==> config.mk <==
export PLATFORM = sky130hd
export DESIGN_NAME = nth_clock_reclaim
export DESIGN_NICKNAME = d
export VERILOG_FILES = /design/src/rtl/nth_clock_reclaim.sv
export SDC_FILE = /design/constraint.sdc
export NUM_CORES = 1
export LEC_CHECK = 0
export ABC_CLOCK_PERIOD_IN_PS = 5300
export BUFFER_PORTS_ARGS = -buffer_cell sky130_fd_sc_hd__buf_2
export CORE_AREA = 2 2 139 107
export DETAILED_ROUTE_END_ITERATION = 6
export DIE_AREA = 0 0 141 109
export MAX_ROUTING_LAYER = met4
export PLACE_DENSITY = 0.53
export SLEW_MARGIN = 20
export SYNTH_ARGS = -nofsm -noshare
export SYNTH_HDL_FRONTEND = slang
export SYNTH_SLANG_ARGS = --single-unit
==> constraint.sdc <==
create_clock -name clk -period 5.3 [get_ports clk]
set_clock_uncertainty 0.2 [all_clocks]
set_input_delay 0.265 -clock clk [delete_from_list [all_inputs] [get_ports clk]]
set_output_delay 0.265 -clock clk [all_outputs]
set_load 0.02 [all_outputs]
==> src/rtl/nth_clock_reclaim.sv <==
module nth_clock_reclaim #(
  parameter int FRAMES = 16,
  parameter int CW     = 3,
  localparam int IW    = $clog2(FRAMES),
  localparam int SW    = $clog2(2 * FRAMES)
) (
  input  logic              clk,
  input  logic              rst_n,
  input  logic              ref_valid,
  input  logic [IW-1:0]     ref_frame,
  input  logic              ref_dirty,
  input  logic [FRAMES-1:0] pin_mask,
  input  logic [CW-1:0]     chances,
  input  logic              vic_req,
  output logic              vic_done,
  output logic              vic_ok,
  output logic [IW-1:0]     vic_frame,
  output logic              wb_req,
  output logic [IW-1:0]     wb_frame,
  input  logic              wb_ack
);
  localparam logic [SW-1:0] LAST = SW'(2 * FRAMES - 1);

  typedef enum logic [1:0] {IDLE, SCAN, WBACK} st_t;
  st_t st;

  logic [FRAMES-1:0] use_q, dirty_q;
  logic [CW-1:0]     cnt_q [FRAMES];
  logic [IW-1:0]     hand;
  logic [SW-1:0]     steps;

  wire visit = (st == SCAN) && !pin_mask[hand];
  wire hit   = ref_valid && (ref_frame == hand);
  wire used  = use_q[hand] | hit;
  wire pick  = visit && !used && (cnt_q[hand] >= chances);
  wire ack   = (st == WBACK) && wb_ack;

  assign wb_req   = (st == WBACK);
  assign wb_frame = hand;

  always_ff @(posedge clk or negedge rst_n) begin
    if (!rst_n) begin
      use_q   <= '0;
      dirty_q <= '0;
    end else begin
      for (int f = 0; f < FRAMES; f++) begin
        if (visit && used && hand == IW'(f))
          use_q[f] <= 1'b0;
        else if (ref_valid && ref_frame == IW'(f))
          use_q[f] <= 1'b1;
        if (ref_valid && ref_dirty && ref_frame == IW'(f))
          dirty_q[f] <= 1'b1;
        else if (ack && hand == IW'(f))
          dirty_q[f] <= 1'b0;
      end
    end
  end

  always_ff @(posedge clk or negedge rst_n) begin
    if (!rst_n) begin
      st        <= IDLE;
      hand      <= '0;
      steps     <= '0;
      vic_done  <= 1'b0;
      vic_ok    <= 1'b0;
      vic_frame <= '0;
      for (int f = 0; f < FRAMES; f++) cnt_q[f] <= '0;
    end else begin
      vic_done <= 1'b0;
      case (st)
        IDLE: if (vic_req) begin
          st    <= SCAN;
          steps <= '0;
        end
        SCAN: begin
          steps <= steps + 1'b1;
          hand  <= hand + 1'b1;
          if (visit) begin
            if (used)
              cnt_q[hand] <= '0;
            else if (!pick)
              cnt_q[hand] <= cnt_q[hand] + 1'b1;
          end
          if (pick && dirty_q[hand]) begin
            st   <= WBACK;
            hand <= hand;
          end else if (pick) begin
            cnt_q[hand] <= '0;
            st        <= IDLE;
            vic_done  <= 1'b1;
            vic_ok    <= 1'b1;
            vic_frame <= hand;
          end else if (steps == LAST) begin
            st       <= IDLE;
            vic_done <= 1'b1;
            vic_ok   <= 1'b0;
          end
        end
        WBACK: if (wb_ack) begin
          cnt_q[hand] <= '0;
          hand      <= hand + 1'b1;
          st        <= IDLE;
          vic_done  <= 1'b1;
          vic_ok    <= 1'b1;
          vic_frame <= hand;
        end
        default: st <= IDLE;
      endcase
    end
  end

  a_r6_wb_hold: assert property (@(posedge clk) disable iff (!rst_n)
    wb_req && !wb_ack |=> wb_req && $stable(wb_frame));
  a_r6_no_done_in_wb: assert property (@(posedge clk) disable iff (!rst_n)
    wb_req |-> !vic_done);
  a_r7_ack_returns: assert property (@(posedge clk) disable iff (!rst_n)
    wb_req && wb_ack |=> vic_done && vic_ok && vic_frame == $past(wb_frame));
  a_r5_done_pulse: assert property (@(posedge clk) disable iff (!rst_n)
    vic_done |=> !vic_done);
  a_r9_not_pinned: assert property (@(posedge clk) disable iff (!rst_n)
    $rose(wb_req) |-> !pin_mask[wb_frame]);
endmodule

; ---- Yosys cells after proc, flatten, opt, wreduce, memory -nomap -nowiden
; Index checks and enable logic that the tools add are counted.
[word_totals]
reg_bits = 97
in_bits = 29
output_inout_bits = 11
word_cells = 333
[op_classes]
n_addsub = 3
order_cmp = 4
n_eq_ne = 40
mux = 109
bitwise_logic = 5
reduce_logical = 118
[ops]
columns = cell, count
row1 = $mux 48, 7
row2 = $and 48x48->48, 2
row3 = $pmux 48 s2, 1
row4 = $mux 1, 75
row5 = $logic_and 1x1->1, 73
row6 = $reduce_bool 2->1, 34
row7 = $eq 4x4->1 const B, 16
row8 = $bwmux 48, 1
row9 = $not 48->48, 1
row10 = $eq 4x3->1 const B, 8
row11 = $mux 4, 5
row12 = $eq 4x2->1 const B, 4
row13 = $pmux 4 s2, 2
row14 = $bmux 1 s4, 3
row15 = $bmux 3 s4, 1
row16 = $demux 3 s4, 1
row17 = $mux 2, 5
row18 = $pmux 5 s2, 1
row19 = $mux 3, 3
row20 = $eq 4x1->1 const B, 2
row21 = $logic_not 4->1, 2
row22 = $reduce_and 4->1, 2
row23 = $ne 2x2->1 const B, 3
row24 = $pmux 2 s3, 1
row25 = other kinds (22), 26

; ---- Longest topological paths before layout
; Gate-level depths: netlist of the first run.
[depth]
ltp_word = 14
depth_mapped = 15
ltp_nobuf = 10

; ---- Least setup slack after synthesis of the first run
; Ideal clock, no wire load.
[synth_path]
path_type = register -> register
startpoint = reg hand[0] (netlist: wb_frame[0])
endpoint = reg st[0]
setup_time_ns = 0.125
t_arrival_ns = 4.023
t_required_ns = 4.975
slack_ns = 0.951
path_stages_with_launch = 13
path_buffers = 4
period_less_slack_ns = 4.349
path_cell_list = dfrtp_1 buf_2 buf_2 buf_2 mux4_2 mux4_2 ha_1 o21ai_0 o2bb2ai_1 or4_4 buf_6 a31o_1 mux2_4
[synth_via]
elab_chain_len = 9
word_cells_on_any_way = 25
cone_classes = order compare (1) / eq/ne (2) / mux (12) / bitwise (2) / reduce/logical (8)
[synth_rtl]
columns = element, line
row1 = start: declaration, 29  ; logic [IW-1:0] hand;
row2 = start signal: assignment, 77  ; hand <= hand + 1'b1;
row3 = start signal: assignment, 86  ; hand <= hand;
row4 = start signal: assignment, 101  ; hand <= hand + 1'b1;
row5 = "$not 4->5 (implied by the code), or another cell as far along", 35  ; wire pick = visit && !used && (cnt_q[hand] >= chances);
row6 = "$bmux 3 s4, or another cell as far along", 35
row7 = "$mux 3 (implied by the code), or another cell as far along (2 in series)", 35
row8 = $ge 3x3->1 / $logic_and 1x1->1 (equally long branches), 35
row9 = $logic_and 1x1->1, 35
row10 = $mux 2 / $logic_and 1x1->1 (equally long branches), "87, 84"
row11 = $mux 2 / $ne 4x2->1 (equally long branches), --
row12 = $pmux 2 s3 / $reduce_and 3->1 (equally long branches), --
row13 = end signal: assignment, 72  ; st <= SCAN;
row14 = end signal: assignment, 85  ; st <= WBACK;
row15 = end signal: assignment, 89  ; st <= IDLE;
row16 = end: declaration, 25  ; st_t st;
; Parallel ways exist; a longest one is shown, timed or not. The select of a mux whose other input is x is not followed.
; A chain may end at the register's enable or synchronous reset.

; ---- Worst setup path in the final report of the first run
[layout_path]
startpoint = reg hand[0] (netlist: wb_frame[0])
endpoint = reg cnt_q[27] (netlist bit)
[layout_via]
elab_chain_len = 14
word_cells_on_any_way = 38
cone_classes = add/sub (1) / order compare (3) / eq/ne (1) / mux (20) / bitwise (5) / reduce/logical (8)
[layout_rtl]
columns = element, line
row1 = "$not 4->5 (implied by the code), or another cell as far along", --
row2 = "$bmux 3 s4, or another cell as far along", "35, 82"
row3 = "$mux 3 (implied by the code), or another cell as far along (2 in series)", "35, 82"
row4 = "$add 3x1->3, or another cell as far along", 82  ; cnt_q[hand] <= cnt_q[hand] + 1'b1;
row5 = "$bwmux 48, or another cell as far along", 82
row6 = $mux 48 / $and 48x48->48 (equally long branches), --
row7 = $mux 48, 79  ; if (used)
row8 = $mux 48, 78  ; if (visit) begin
row9 = $mux 48, 70  ; case (st)
row10 = $and 48x48->48 (no line), --
row11 = $mux 48, 87  ; end else if (pick) begin
row12 = $mux 48, 84  ; if (pick && dirty_q[hand]) begin
row13 = $pmux 48 s2 (*), 70
row14 = end signal: indexed assignment, 82
row15 = end: declaration, 28  ; logic [CW-1:0] cnt_q [FRAMES];
; Every way passes the cells marked *; elsewhere a longest branch is shown, timed or not. The select of a mux whose other input is x is not followed.

==> metrics.txt, run 1 <==
status finished clean; Crit Path Class reg -> reg; flops & latches, synth 97; Seq/Total Area, Yosys 0.4381; CP startpoint kind register; Final min period 4631 ps; Setup WS pre-CTS 720.9 ps; Final Power 3.765 mW; start point of the critical path wb_frame[0]$_DFFE_PN0P_; WL final 17.25 mm; most frequent CP cell o21ai_0; # IOs 40; syn_nets 579; worst slew pin tran 1054 ps; CTS tree done; PwrDens 607.1 nW/um^2; Final GP Congestion 0.8854; worst r2r src wb_frame[0]$_DFFE_PN0P_; Reg clk slew, reported paths 70 ps; area delta synth->final 11.92%; placed cells 731; CP Cell Sequence mux4_2 -> a22o_1 -> a221oi_2 -> ha_1 -> o21ai_0 -> o2bb2ai_1 -> or4_4 -> nand3_1 -> o21ai_0; DR vias 4722; Post-synth EDFFs 0; htree depth 3; ys async rst share 1.000; Die Footprint 15370 sq um; critical path's largest stage delay 1040 ps; area of placed instances 5892 sq um; grt total ovfl 0; Final Max Slew Viols 0; depth of the worst hold-timing path 2; final hold viol count 0; clock sinks 97; max_slew headroom 0.2977; YS warnings 0; Detail Route Antenna Nets 0; final setup vio count 0; post-CTS setup buffers 0; setup ws final 669.1 ps; HP Start ref_frame[2]; number of library cell types mapped by synthesis 58; Chip Height 109 um; setup TNS 0 ps; Crit. End Element register; First-pass DRT Iterations 5; n_diodes 0; maxcap violations 0; std cell rows 38; LEAKAGE 2.517 nW; core area 14120 sq um; Worst Path Required 5340 ps; die width 141 um; Residual DRC 0; Hold Path Class in -> reg; RSZ-0062 raised after global routing false; critical path arrival 4680 ps; dpl hpwl 12.29 mm; top cell family by delay on the critical path compound AO/OA/AOI/OAI gates; Non-Filler Instances 748; Vias/cell 6.313; port bufs 39; worst skew pair latency 350 ps; first-pass GRT wire length 26.90 mm; GRT Resource Usage Total 0.2385; Crit path buffers/inverters 0; IR drop worst, VDD 0.0002220 V; nets 605; CP max-delay cell dfrtp_1; top_reg_cell synth dfrtp_1; clock root cell clkbuf_16; WL/cell 23.06 um; post-synthesis area per instance 10.32 sq um; clock tree buffer depth 2; Stages on worst setup path 9; largest net degree at the start of global routing 52; Final Cell Area 6201 sq um; R2R depth 9; First DRT Iteration DRCs 402; vias in the first global route 4480; layout cells sized above 1 0.1972; Synth Instances 537; final period utilization 0.8737; Post-Syn Area 5540 sq um; Crit Path Max Fanout 20; fmax 0.2159 GHz; Starting Density 0.3923; cts bufs inserted 9; antenna violations before repair 0
[worst reg2reg max path, cell delays in order, from the launching register on]
cell,delay [ps]
dfrtp_1,1040
mux4_2,620
a22o_1,230
a221oi_2,430
ha_1,330
o21ai_0,170
o2bb2ai_1,430
or4_4,330
nand3_1,410
o21ai_0,350
[report_power, final]
group / switching, mW / leakage [nW] / internal (mW)
combinational: 1.14 / 1.17 / 0.698
clock: 0.293 / 0.135 / 0.380
sequential: 0.267 / 1.21 / 0.988
total: 1.70 / 2.52 / 2.07
[cell usage in the layout, fill, tap and decap left out, types with 3 or more instances in the layout]
| cell | netlist | final |
|---|---|---|
| o31ai_1 | 5 | 5 |
| a31oi_1 | 10 | 10 |
| clkbuf_16 | 0 | 9 |
| a2bb2oi_1 | 3 | 3 |
| nand2_1 | 56 | 56 |
| o221ai_1 | 12 | 12 |
| nand2b_1 | 4 | 4 |
| o21ai_1 | 4 | 4 |
| a21oi_1 | 25 | 25 |
| mux2i_1 | 6 | 6 |
| buf_4 | 0 | 13 |
| buf_2 | 8 | 38 |
| nand4_1 | 4 | 4 |
| nor3_1 | 5 | 5 |
| a22o_1 | 4 | 4 |
| o22ai_1 | 7 | 7 |
| o211ai_1 | 26 | 26 |
| o21ai_0 | 64 | 64 |
| mux2_4 | 3 | 3 |
| xnor2_1 | 7 | 7 |
| a22oi_1 | 4 | 4 |
| and3_1 | 10 | 10 |
| nor2_1 | 9 | 9 |
| inv_1 | 16 | 16 |
| o221a_2 | 4 | 4 |
| clkinvlp_4 | 0 | 3 |
| o2bb2ai_1 | 4 | 4 |
| dfrtp_1 | 97 | 96 |
| a32o_1 | 5 | 5 |
| nand3_1 | 25 | 25 |
| ha_1 | 13 | 13 |
| mux2_2 | 12 | 12 |
| and2_1 | 5 | 5 |
| mux4_2 | 19 | 19 |
| nor2b_1 | 4 | 4 |
[cell usage after synthesis, drive strengths merged (2+ instances only)]
library cell / instances / area [sq um]
mux2: 16 / 191.4
and3: 10 / 62.56
a211oi: 2 / 15.01
dfrtp: 97 / 2427
nor2: 9 / 33.78
nand2: 56 / 210.2
xnor2: 7 / 61.31
nor3b: 2 / 15.01
o31ai: 5 / 37.54
inv: 16 / 60.06
xor2: 2 / 17.52
clkbuf: 22 / 82.58
nand4: 4 / 25.02
a21oi: 25 / 125.1
a21boi: 2 / 15.01
nand2b: 4 / 25.02
ha: 13 / 162.7
o21ai: 68 / 340.3
a31o: 2 / 17.52
nor2b: 4 / 25.02
nand3: 25 / 125.1
o221a: 4 / 45.04
a32o: 5 / 50.05
mux2i: 6 / 60.06
o22ai: 7 / 43.79
o2bb2ai: 4 / 35.03
a2bb2oi: 3 / 26.28
nor3: 6 / 35.03
a22oi: 4 / 30.03
a31oi: 10 / 62.56
buf: 15 / 88.83
o211ai: 28 / 220.2
o221ai: 12 / 105.1
mux4: 20 / 454.2
a22o: 4 / 35.03
and2: 6 / 37.54
[metal layers]
metal	global-route usage	up-vias	routed length, um
li1	-	2117	-
met3	0.04216	15	1302
met1	0.3634	2381	8553
met4	0.05286	0	199
met2	0.3303	209	7197
met5	-	-	0
[path summary, 6_finish.rpt]
kind / to / slack (ps)
worst max-delay path: cnt_q[27]$_DFFE_PN0P_ / 670
worst min-delay path: dirty_q[2]$_DFFE_PN0P_ / 140
worst max register to register: cnt_q[27]$_DFFE_PN0P_ / 670
worst min register to register: dirty_q[7]$_DFFE_PN0P_ / 290
max in group asynchronous: wb_frame[1]$_DFFE_PN0P_ / 3510
min in group asynchronous: use_q[4]$_DFFE_PN0P_ / 290
[stage by stage]
| stage | util | hold slack (ps) |
|---|---|---|
| after CTS | 0.4391 | 133.5 |
| after detailed placement | 0.4172 | 140.8 |
| after floorplan | - | -230.6 |
| final | 0.4391 | 140.1 |
| after global routing | 0.4391 | 154.6 |
| after global placement | 0.4172 | 127.8 |
[cell type report]
type,instances,area [sq um]
Multi-Input combinational cell,387,2890
Clock inverter,4,52.55
Fill cell,1353,7920
Clock buffer,12,246.5
Inverter,16,60.06
Timing Repair Buffer,52,297.8
Tap cell,180,225.2
Sequential cell,97,2429
[logic make-up after synthesis]
logic type / synth area share
multiplexers: 0.1274
buffers and inverters: 0.04178
XOR/XNOR: 0.01423
adder cells (fa/ha/maj): 0.02936
AO/OA/AOI/OAI: 0.2317
AND/OR/NAND/NOR: 0.1174
flip-flops: 0.4381
[registers in the layout (all words and copies together) (netlist names)]
register / flops
steps: 5
vic_done: 1
st: 2
cnt_q: 48
vic_ok: 1
dirty_q: 16
use_q: 16
wb_frame: 4
vic_frame: 4
[repair_timing]
action / 4_1_cts / 5_1_grt
endpoints found under the hold margin: 50 / 0
endpoints found under the setup margin: 0 / 0
resized for setup: 0 / 0
hold buffers: 1 / 0
(Power assumes the default switching activity.)
==> inputs of run 2 (changes only) <==
--- a/config.mk
+++ b/config.mk
@@ -5,11 +5,12 @@
 export SDC_FILE = /design/constraint.sdc
 export NUM_CORES = 1
 export LEC_CHECK = 0
+export ABC_AREA = 1
 export ABC_CLOCK_PERIOD_IN_PS = 5300
 export BUFFER_PORTS_ARGS = -buffer_cell sky130_fd_sc_hd__buf_2
-export CORE_AREA = 2 2 139 107
+export CORE_AREA = 2 2 153 117
 export DETAILED_ROUTE_END_ITERATION = 6
-export DIE_AREA = 0 0 141 109
+export DIE_AREA = 0 0 155 119
 export MAX_ROUTING_LAYER = met4
 export PLACE_DENSITY = 0.53
 export SLEW_MARGIN = 20
==> metrics.txt, run 2 <==
gr busiest metal met1; register area 2429 sq um (unchanged); # IOs 40 (unchanged); grt total ovfl 0 (unchanged); Worst R2R Setup Slack 1180 ps (+510 ps); port bufs 39 (unchanged); Worst Path Required 5330 ps (about the same); GRT Resource Usage Total 0.2481 (+0.009690); CTS tree done; NetSw 2.627 mW (+55%); Final GP Congestion 0.8446 (-4.6%); Post-Syn Area 6670 sq um (+20%); met3 usage 0.04221 (+0.00005178); WL final 21.31 mm (+24%); Chip Height 119 um (+9.2%); M1 GR Usage 0.3715 (+0.008141); largest reg by FF count cnt_q; layout filler cell count 1861 (+38%); PwrDens 645.7 nW/um^2 (+6.4%); CP startpoint kind register; syn_nets 1089 (+88%); YS warnings 0 (unchanged); Net Sw Frac 0.5593 (+0.1080); n_diodes 0 (unchanged); Hold Path Class in -> reg; post-synthesis area per instance 6.371 sq um (-38%); IR drop worst, VDD 0.0003545 V (+60%); Crit Path Class reg -> reg; Final min period 4120 ps (-510.4 ps); clock root cell clkbuf_16; ys async rst share 1.000 (unchanged); max reg flops 48 (unchanged); most common cell after layout, fill and taps aside nand2_1; sequential power share 0.250 (-0.083); clock sinks 97 (unchanged); area of the multi-input gates 3496 sq um (+21%); top_reg_cell synth dfrtp_1; worst slew pin tran 927.5 ps (-126.1 ps); Clock Power Share 0.140 (-0.039); Yosys top cell area share 0.3639 (-0.07421); First DRT Iteration DRCs 583 (+45%); Comb pwr share 0.609 (+0.121); flops & latches, synth 97 (unchanged); setup TNS 0 ps (unchanged); Crit Path Max Fanout 58 (+190%); clock tree buffer depth 2 (unchanged); nets 1113 (+84%); Final Power 4.697 mW (+25%); Starting Density 0.3882 (-0.004184); DR vias 6639 (+41%); Pint 2.070 mW (+0.21%); vias in the first global route 6132 (+37%); final setup vio count 0 (unchanged); antenna violations before repair 0 (unchanged); fmax 0.2427 GHz (+12%); Synth area leaders dfrtp_1 (36%), nand2_1 (24%), nand3_1 (7.2%); WL/cell 16.44 um (-29%); area delta synth->final 9.060%; Residual DRC 0 (unchanged); Die Footprint 18450 sq um (+20%); layout cells sized above 1 0.07900 (-0.1182); final hold viol count 0 (unchanged); largest net degree at the start of global routing 66 (+27%); top-count cell post-synth nand2_1; Seq/Total Area, Yosys 0.3639 (-0.07421); First-pass DRT Iterations 5 (unchanged); Final Max Slew Viols 0 (unchanged); RSZ-0062 raised after global routing false; final period utilization 0.7774 (-0.09631); std cell rows 42 (+11%); LEAKAGE 3.941 nW (+57%); Detail Route Antenna Nets 0 (unchanged); post-CTS setup buffers 0 (unchanged); area of placed instances 6979 sq um (+18%); first-pass GRT wire length 34.40 mm (+28%); critical path arrival 4150 ps (-530 ps); Final Cell Area 7274 sq um (+17%); core area 17180 sq um (+22%); Synth Instances 1047 (+95%); Post-synth EDFFs 0 (unchanged); htree depth 3 (unchanged); worst skew pair latency 360 ps (about the same); Crit. End Element register; cts bufs inserted 9 (unchanged); biggest regs cnt_q x48, dirty_q x16, use_q x16; max_slew headroom 0.3810 (+0.08338); Reg clk slew, reported paths 80 ps (about the same); maxcap violations 0 (unchanged); cell taking the most area after synthesis dfrtp_1; most frequent cells in the layout nand2_1 (433), inv_1 (126), nand3_1 (96), dfrtp_1 (96), o21ai_0 (68); GRT met2 Usage 0.3475 (+0.01719); status finished clean; dpl hpwl 15.03 mm (+22%); Vias/cell 5.123 (-19%); number of library cell types mapped by synthesis 32 (-45%); die width 155 um (+9.9%); leading cell types by count after synthesis nand2_1 (433), inv_1 (126), dfrtp_1 (97)
[run 2: cell families (layout without fill, tap and decap cells)]
kind of cell / after synthesis / after routing / synth area share
buffers and inverters: 171 / 200 / 0.1120
DFF: 97 / 97 / 0.3639
AOI/OAI and AO/OA: 140 / 140 / 0.1157
adders and majority gates: 13 / 13 / 0.02439
xor gates and xnor gates: 2 / 2 / 0.002627
and+or+nand+nor: 624 / 624 / 0.3814
[run 2: what timing repair did]
item	in CTS	in global routing
resized for setup	0	0
endpoints found under the hold margin	64	0
hold buffers	1	0
[run 2: routing by layer]
layer | part of all wire | vias to the layer above
met3 | 0.059 | 24
li1 | - | 3372
met5 | 0 | -
met4 | 0.014 | 0
met1 | 0.51 | 3043
met2 | 0.42 | 200
[run 2: stage by stage]
stage / utilization / setup slack (ps) / hold slack [ps] / std cells
global placement: 0.4061 / 1273 / 246.6 / 1279
CTS: 0.4233 / 1237 / 60.45 / 1296
detailed placement: 0.4061 / 1240 / 241.2 / 1279
finish: 0.4233 / 1180 / 58.15 / 1296
global route: 0.4233 / 910.5 / 111.8 / 1296
floorplan: - / 2296 / -230.6 / 1047
[run 2: area by class of cell]
type                    count  area share
multi-input cells         779      0.4806
repair buffers             51     0.03990
inverters                 133     0.06863
well taps                 220     0.03784
clock buffers               9     0.03096
clock inverters             7    0.008256
flip-flops and latches     97      0.3338
[run 2: path summary, 6_finish.rpt]
check	end	cells after the start	startpoint
min in group asynchronous	dirty_q[0]$_DFFE_PN0P_	2	rst_n
hold / removal	dirty_q[3]$_DFFE_PN0P_	3	ref_frame[0]
max in group asynchronous	cnt_q[47]$_DFFE_PN0P_	3	rst_n
setup reg to reg	wb_frame[1]$_DFFE_PN0P_	18	wb_frame[0]$_DFFE_PN0P_
hold reg to reg	vic_frame[1]$_DFFE_PN0P_	2	vic_frame[1]$_DFFE_PN0P_
setup / recovery	wb_frame[1]$_DFFE_PN0P_	18	wb_frame[0]$_DFFE_PN0P_
[run 2: critical path, stage by stage (launching register included)]
cell and delay (ps):
dfrtp_2 350, buf_4 530, o21ai_0 170, o21ai_0 240, nand2_1 150, nand2_1 90
inv_1 50, nand2_2 150, inv_1 300, ha_1 390, nand3_1 70, nand3_1 90
nand3_2 90, inv_2 390, nand2_2 160, nand3_1 260, inv_1 170, nand2_1 80
o21ai_1 50
[run 2: power groups by stage]
stage                     clock, mW  sequential, mW  combinational (mW)
after floorplan                   0            1.18                2.01
after detailed placement          0            1.19                2.81
after CTS                     0.672            1.17                2.82
after global placement            0            1.19                2.80
final                         0.660            1.18                2.86
after global routing          0.702            1.21                3.20
